**src/rtl/arb_pkg.sv**
```systemverilog
package arb_pkg;
  localparam int NUM_LANES = 3;
  localparam int LAT_SHORT = 1;
  localparam int LAT_MID   = 3;
  localparam int LAT_LONG  = 5;
  // index 0 = writeback this cycle, index k = k cycles ahead
  localparam int DEPTH     = LAT_LONG + 1;

  typedef enum logic [1:0] {
    CLS_L1  = 2'd0,
    CLS_L3  = 2'd1,
    CLS_L5  = 2'd2,
    CLS_RSV = 2'd3
  } lat_cls_e;

  function automatic int lat_of(logic [1:0] cls);
    case (cls)
      CLS_L1:  return LAT_SHORT;
      CLS_L3:  return LAT_MID;
      CLS_L5:  return LAT_LONG;
      default: return 0;
    endcase
  endfunction

  // legal lanes per class, bit k = lane k
  function automatic logic [NUM_LANES-1:0] lane_mask(logic [1:0] cls);
    case (cls)
      CLS_L1:  return 3'b111;
      CLS_L3:  return 3'b010;
      CLS_L5:  return 3'b001;
      default: return 3'b000;
    endcase
  endfunction
endpackage

```
**src/rtl/wb_lane_pipe.sv**
```systemverilog
module wb_lane_pipe #(
  parameter int DEPTH = 6,
  parameter int TAG_W = 8,
  localparam int IDX_W = $clog2(DEPTH)
) (
  input  logic             clk_i,
  input  logic             rst_ni,
  input  logic             load_i,
  input  logic [IDX_W-1:0] load_idx_i,
  input  logic [TAG_W-1:0] load_tag_i,
  output logic [DEPTH-1:0] busy_o,
  output logic             wb_valid_o,
  output logic [TAG_W-1:0] wb_tag_o
);
  logic [DEPTH-1:0] v_q, v_d;
  logic [TAG_W-1:0] tag_q [DEPTH];
  logic [TAG_W-1:0] tag_d [DEPTH];

  always_comb begin
    v_d = {1'b0, v_q[DEPTH-1:1]};
    for (int i = 0; i < DEPTH - 1; i++) tag_d[i] = tag_q[i+1];
    tag_d[DEPTH-1] = '0;
    for (int i = 0; i < DEPTH; i++) begin
      if (load_i && (int'(load_idx_i) == i)) begin
        v_d[i]   = 1'b1;
        tag_d[i] = load_tag_i;
      end
    end
  end

  always_ff @(posedge clk_i or negedge rst_ni) begin
    if (!rst_ni) begin
      v_q <= '0;
      for (int i = 0; i < DEPTH; i++) tag_q[i] <= '0;
    end else begin
      v_q <= v_d;
      for (int i = 0; i < DEPTH; i++) tag_q[i] <= tag_d[i];
    end
  end

  assign busy_o     = v_q;
  assign wb_valid_o = v_q[0];
  assign wb_tag_o   = tag_q[0];
endmodule

```
**src/rtl/wb_slot_alloc.sv**
```systemverilog
module wb_slot_alloc
  import arb_pkg::*;
#(
  parameter int NUM_SLOTS = 3,
  parameter int TAG_W     = 8,
  localparam int IDX_W    = $clog2(DEPTH)
) (
  input  logic [NUM_SLOTS-1:0]       cand_i,
  input  logic [2*NUM_SLOTS-1:0]     cls_i,
  input  logic [TAG_W*NUM_SLOTS-1:0] tag_i,
  input  logic [NUM_LANES*DEPTH-1:0] busy_i,
  output logic [NUM_SLOTS-1:0]       grant_o,
  output logic [2*NUM_SLOTS-1:0]     gport_o,
  output logic [NUM_LANES-1:0]       lane_load_o,
  output logic [NUM_LANES*IDX_W-1:0] lane_idx_o,
  output logic [NUM_LANES*TAG_W-1:0] lane_tag_o
);
  logic [NUM_LANES-1:0] taken;

  always_comb begin
    taken       = '0;
    grant_o     = '0;
    gport_o     = '0;
    lane_load_o = '0;
    lane_idx_o  = '0;
    lane_tag_o  = '0;
    for (int s = 0; s < NUM_SLOTS; s++) begin
      logic [1:0]           cls;
      logic [NUM_LANES-1:0] legal;
      int                   lat;
      int                   sel;
      cls   = cls_i[2*s +: 2];
      lat   = lat_of(cls);
      legal = lane_mask(cls);
      sel   = -1;
      if (cand_i[s]) begin
        for (int p = 0; p < NUM_LANES; p++) begin
          if (sel < 0 && legal[p] && !taken[p] && !busy_i[p*DEPTH + lat])
            sel = p;
        end
      end
      if (sel >= 0) begin
        taken[sel]                     = 1'b1;
        grant_o[s]                     = 1'b1;
        gport_o[2*s +: 2]              = 2'(sel);
        lane_load_o[sel]               = 1'b1;
        lane_idx_o[sel*IDX_W +: IDX_W] = IDX_W'(lat - 1);
        lane_tag_o[sel*TAG_W +: TAG_W] = tag_i[s*TAG_W +: TAG_W];
      end
    end
  end
endmodule

```
**src/rtl/fixed_lat_wb_arb.sv**
```systemverilog
module fixed_lat_wb_arb
  import arb_pkg::*;
#(
  parameter int NUM_SLOTS = 3,
  parameter int TAG_W     = 8
) (
  input  logic                       clk_i,
  input  logic                       rst_ni,
  input  logic [NUM_SLOTS-1:0]       slot_valid_i,
  input  logic [2*NUM_SLOTS-1:0]     slot_cls_i,
  input  logic [TAG_W*NUM_SLOTS-1:0] slot_tag_i,
  output logic [NUM_SLOTS-1:0]       grant_o,
  output logic [2*NUM_SLOTS-1:0]     grant_port_o,
  output logic [NUM_LANES-1:0]       wb_valid_o,
  output logic [NUM_LANES*TAG_W-1:0] wb_tag_o
);
  localparam int IDX_W = $clog2(DEPTH);

  logic [NUM_SLOTS-1:0]       cand;
  logic [NUM_LANES*DEPTH-1:0] busy;
  logic [NUM_LANES-1:0]       lane_load;
  logic [NUM_LANES*IDX_W-1:0] lane_idx;
  logic [NUM_LANES*TAG_W-1:0] lane_tag;

  // no dispatch while the reservation map is held in reset
  assign cand = slot_valid_i & {NUM_SLOTS{rst_ni}};

  wb_slot_alloc #(.NUM_SLOTS(NUM_SLOTS), .TAG_W(TAG_W)) u_alloc (
    .cand_i      (cand),
    .cls_i       (slot_cls_i),
    .tag_i       (slot_tag_i),
    .busy_i      (busy),
    .grant_o     (grant_o),
    .gport_o     (grant_port_o),
    .lane_load_o (lane_load),
    .lane_idx_o  (lane_idx),
    .lane_tag_o  (lane_tag)
  );

  for (genvar p = 0; p < NUM_LANES; p++) begin : g_lane
    wb_lane_pipe #(.DEPTH(DEPTH), .TAG_W(TAG_W)) u_pipe (
      .clk_i      (clk_i),
      .rst_ni     (rst_ni),
      .load_i     (lane_load[p]),
      .load_idx_i (lane_idx[p*IDX_W +: IDX_W]),
      .load_tag_i (lane_tag[p*TAG_W +: TAG_W]),
      .busy_o     (busy[p*DEPTH +: DEPTH]),
      .wb_valid_o (wb_valid_o[p]),
      .wb_tag_o   (wb_tag_o[p*TAG_W +: TAG_W])
    );
  end
endmodule

```
**config.mk**
```make
export PLATFORM = sky130hd
export DESIGN_NAME = fixed_lat_wb_arb
export DESIGN_NICKNAME = d
export VERILOG_FILES = /design/src/rtl/arb_pkg.sv /design/src/rtl/wb_lane_pipe.sv /design/src/rtl/wb_slot_alloc.sv /design/src/rtl/fixed_lat_wb_arb.sv
export SDC_FILE = /design/constraint.sdc
export NUM_CORES = 1
export LEC_CHECK = 0
export BUFFER_PORTS_ARGS = -buffer_cell sky130_fd_sc_hd__buf_2
export CORE_MARGIN = 3
export CORE_UTILIZATION = 40
export DETAILED_ROUTE_END_ITERATION = 8
export SYNTH_ARGS = -nofsm -noshare
export SYNTH_HDL_FRONTEND = slang
export SYNTH_SLANG_ARGS = --single-unit
```
**constraint.sdc**
```tcl
create_clock -name clk_i -period 12.1 [get_ports clk_i]
set_clock_uncertainty 0.15 [all_clocks]
set_input_delay 1.21 -clock clk_i [delete_from_list [all_inputs] [get_ports clk_i]]
set_output_delay 1.21 -clock clk_i [all_outputs]
set_load 0.03 [all_outputs]
```
==> impl_metrics.yaml <==
synth:
  synth-edff-count: 0
  synth-simple-area-share_pct: 17.4
  synth_fa_ha_area_share_pct: 8.36
  synth.yosys.seq_area_share_pct: 38.2
  ys.warnings.count: 0
  main_combinational_cell_family_by_area_after_synthesis: "multiplexers"
  synthesized_instance_count: 1020
  post_synth_xor_area_fraction_pct: 0.496
  ys_seq_elements: 162
  synth_fp_nets: 1124
  yosysUniqueCellTypes: 91
  synth_compound_gate_area_share_pct: 11.6
  post_synth_instance_area_um2: 10600
  synthesis.area_per_instance_um2: 10.4
  mux_cell_area_share_after_synthesis_pct: 19.4
  synth_async_sr_flop_share_pct: 100
  postSynth.topFlopCell: "dfrtp_1"
sta:
  max_freq_mhz: 89.6
  setup-tns-final_ns: 0
  timing.final.crit_period_ns: 11.16
  finalMaxSlewViolations: 0
  setup_repair_after_global_routing_missed_its_margin: "no"
  setup-violations-final: 0
  timing.final.ws_setup_ns: 0.943
  finalCritPeriodShare_pct: 92.2
  worst-slew-pin-transition_ns: 1.15
  worst_slew_margin_rel_pct: 22.5
  hold_viol_final: 0
layout:
  n_antenna_cell: 0
  most-common-layout-cells: "dfrtp_1, mux2_2, buf_2"
  layout_commonest_cell: "dfrtp_1"
  syn2layout_area_growth_pct: 11.5
  final_nets: 1174
  final_util_pct: 46.2
  post_route_cells_drive_above_1_share_pct: 27.2
critical_path:
  critical_path_peak_fanout: 16
  timing_worst_setup_path_type: "in -> reg"
  crit_arrival_ns: 11.31
  critical_path.slowest_cell: "nor4b_4"
  crit_path_required_time_ns: 12.25
  cp-end-kind: "flop"
  worst_setup_path_start_kind: "primary input"
  critical_path.max_stage_delay_ns: 0.71
  critPathMostFrequentCell: "ha_1"
cts:
  post_cts.repair.setup_buffers: 0
  postCtsHoldBufs: 0
  clock_latency_ns: 0.42
  clock-sinks: 162
  cts-root-buf: "clkbuf_16"
  cts_made_buffers: 17
  post_cts_resized: 0
  h-tree-depth: 4
  clk_pin_slew_ns: 0.07
  tritoncts: "yes"
  cts_max_path_buffers: 2
routing:
  drt-initial-drc-count: 588
  routed_wire_length_per_instance_um: 20.3
  count_of_nets_left_with_antenna_violations_after_detail_routing: 0
  post_drt_via_cell_ratio: 5.76
  num_vias: 8140
  routed_wl_mm: 28.7
  drc: 0
  first_pass_iters: 6
pwr:
  power_share_of_the_clock_group_pct: 43.0
  power.share.combinational_pct: 15.8
  total_leakage_power_nw: 5.63
  power_switching_share_pct: 29.8
  worst_ir_drop_vdd_uv: 96.1
  seq_power_share_pct: 41.2
  p_switching_uw: 392
  power_density_nw_per_um2: 111
  post-layout-total-power_mw: 1.32
  p_int_uw: 925
floorplan:
  ioPinCount: 71
  coreArea_um2: 25600
  die_width_um: 169
  die_y_um: 169
  start_util_pct: 41.4
  row_count: 58
  die-area_um2: 28500
grt:
  first_global_vias: 8041
  grt_overflow_total: 0
  grt_max_degree: 69
  grt_use_total_pct: 20.2
  grt_first_pass_wirelength_mm: 45.5
  grt_antenna_before_repair: 0
hold_path:
  class_of_the_tightest_hold_or_removal_check: "reg -> reg"
place:
  hpwl_mm: 22.0
  io_buffer_count: 70
  pre_cts_ws_ns: 0.673
  gpl.final_weighted_congestion: 0.960
flow_run:
  drv.max_cap_violation_count: 0
run_status:
  outcome: "finished clean"
## cells by family after synthesis
family,Yosys count
XOR/XNOR,6
AND/OR/NAND/NOR,344
AO/OA/AOI/OAI,166
buffers and inverters,96
multiplexers,177
flip-flops,162
adder cells (fa/ha/maj),69
## power groups by stage
stage | registers [mW] | logic [mW] | clock network [mW]
floorplan | 0.553 | 0.135 | 0
global placement | 0.553 | 0.205 | 0
detailed placement | 0.553 | 0.204 | 0
CTS | 0.543 | 0.205 | 0.578
global route | 0.543 | 0.228 | 0.600
finish | 0.543 | 0.208 | 0.566
## final cells by class
type / instances / area, µm²
timing repair buffer: 91 / 514
tap: 330 / 413
inverter: 36 / 135
sequential: 162 / 4050
clock buffer: 17 / 425
multi-input combinational: 762 / 6070
clock inverter: 15 / 211
fill: 2392 / 13800
## routing by layer
| layer | wire length, µm | GRT usage [%] |
|---|---|---|
| met1 | 13600 | 29.5 |
| met2 | 13000 | 31.3 |
| met3 | 1530 | 3.13 |
| met4 | 626 | 5.73 |
| met5 | 0 | 0 |
## worst paths after layout
check,startpoint,end,slack [ns],cells after the start
max,slot_cls_i[1],g_lane[2].u_pipe.tag_q[11]$_DFF_PN0_,0.94,36
min,g_lane[1].u_pipe.busy_o[2]$_DFF_PN0_,g_lane[1].u_pipe.busy_o[1]$_DFF_PN0_,0.30,1
max reg2reg,g_lane[1].u_pipe.busy_o[3]$_DFF_PN0_,g_lane[2].u_pipe.tag_q[11]$_DFF_PN0_,1.84,33
min reg2reg,g_lane[1].u_pipe.busy_o[2]$_DFF_PN0_,g_lane[1].u_pipe.busy_o[1]$_DFF_PN0_,0.30,1
max in group asynchronous,rst_ni,g_lane[2].u_pipe.tag_q[38]$_DFF_PN0_,10.06,2
min in group asynchronous,rst_ni,g_lane[1].u_pipe.tag_q[26]$_DFF_PN0_,0.54,1
## cell usage after synthesis (5+ instances only)
cell / instances / area, µm²
ha_1: 66 / 826
buf_2: 6 / 30.0
buf_4: 28 / 210
mux2i_1: 37 / 370
mux2_4: 10 / 150
nand4_1: 14 / 87.6
nand3_1: 35 / 175
mux2_2: 114 / 1280
and3_1: 18 / 113
nor2b_1: 18 / 113
nor2_1: 66 / 248
nor3_1: 22 / 110
or3_1: 11 / 68.8
and2_1: 6 / 37.5
or2_2: 10 / 62.6
nor3b_1: 6 / 45.0
nor4b_1: 5 / 43.8
nand2b_1: 30 / 188
o211ai_1: 5 / 37.5
dfrtp_1: 162 / 4050
nand3b_1: 6 / 45.0
nand2_1: 65 / 244
mux4_2: 6 / 135
clkbuf_1: 22 / 82.6
o21ai_0: 20 / 100
mux2_1: 10 / 113
a21oi_1: 41 / 205
inv_1: 32 / 120
a211oi_1: 5 / 37.5
a31oi_1: 22 / 138
a311oi_1: 5 / 43.8
nor4_1: 12 / 75.1
## metrics by stage
step | hold slack, ns | area [µm²] | instances
6_report | 0.299 | 11800 | 1413
3_3_place_gp | 0.271 | 11200 | 1381
2_1_floorplan | 0.258 | 10600 | 1020
5_1_grt | 0.318 | 11800 | 1413
4_1_cts | 0.297 | 11800 | 1413
3_5_place_dp | 0.269 | 11200 | 1381
## sequential cells by signal, summed over array words and instances, names as in the netlist
name and flops:
g_lane.u_pipe.busy_o 18, g_lane.u_pipe.tag_q 120, g_lane.u_pipe.wb_tag_o 24
## critical path: cells and delay by family
family / cells / cell delay [ns]
AND/OR/NAND/NOR: 13 / 3.12
adder cells (fa/ha/maj): 8 / 2.84
AO/OA/AOI/OAI: 6 / 2.09
multiplexers: 3 / 1.06
buffers and inverters: 6 / 0.96
Power figures use the tool's default switching activity.
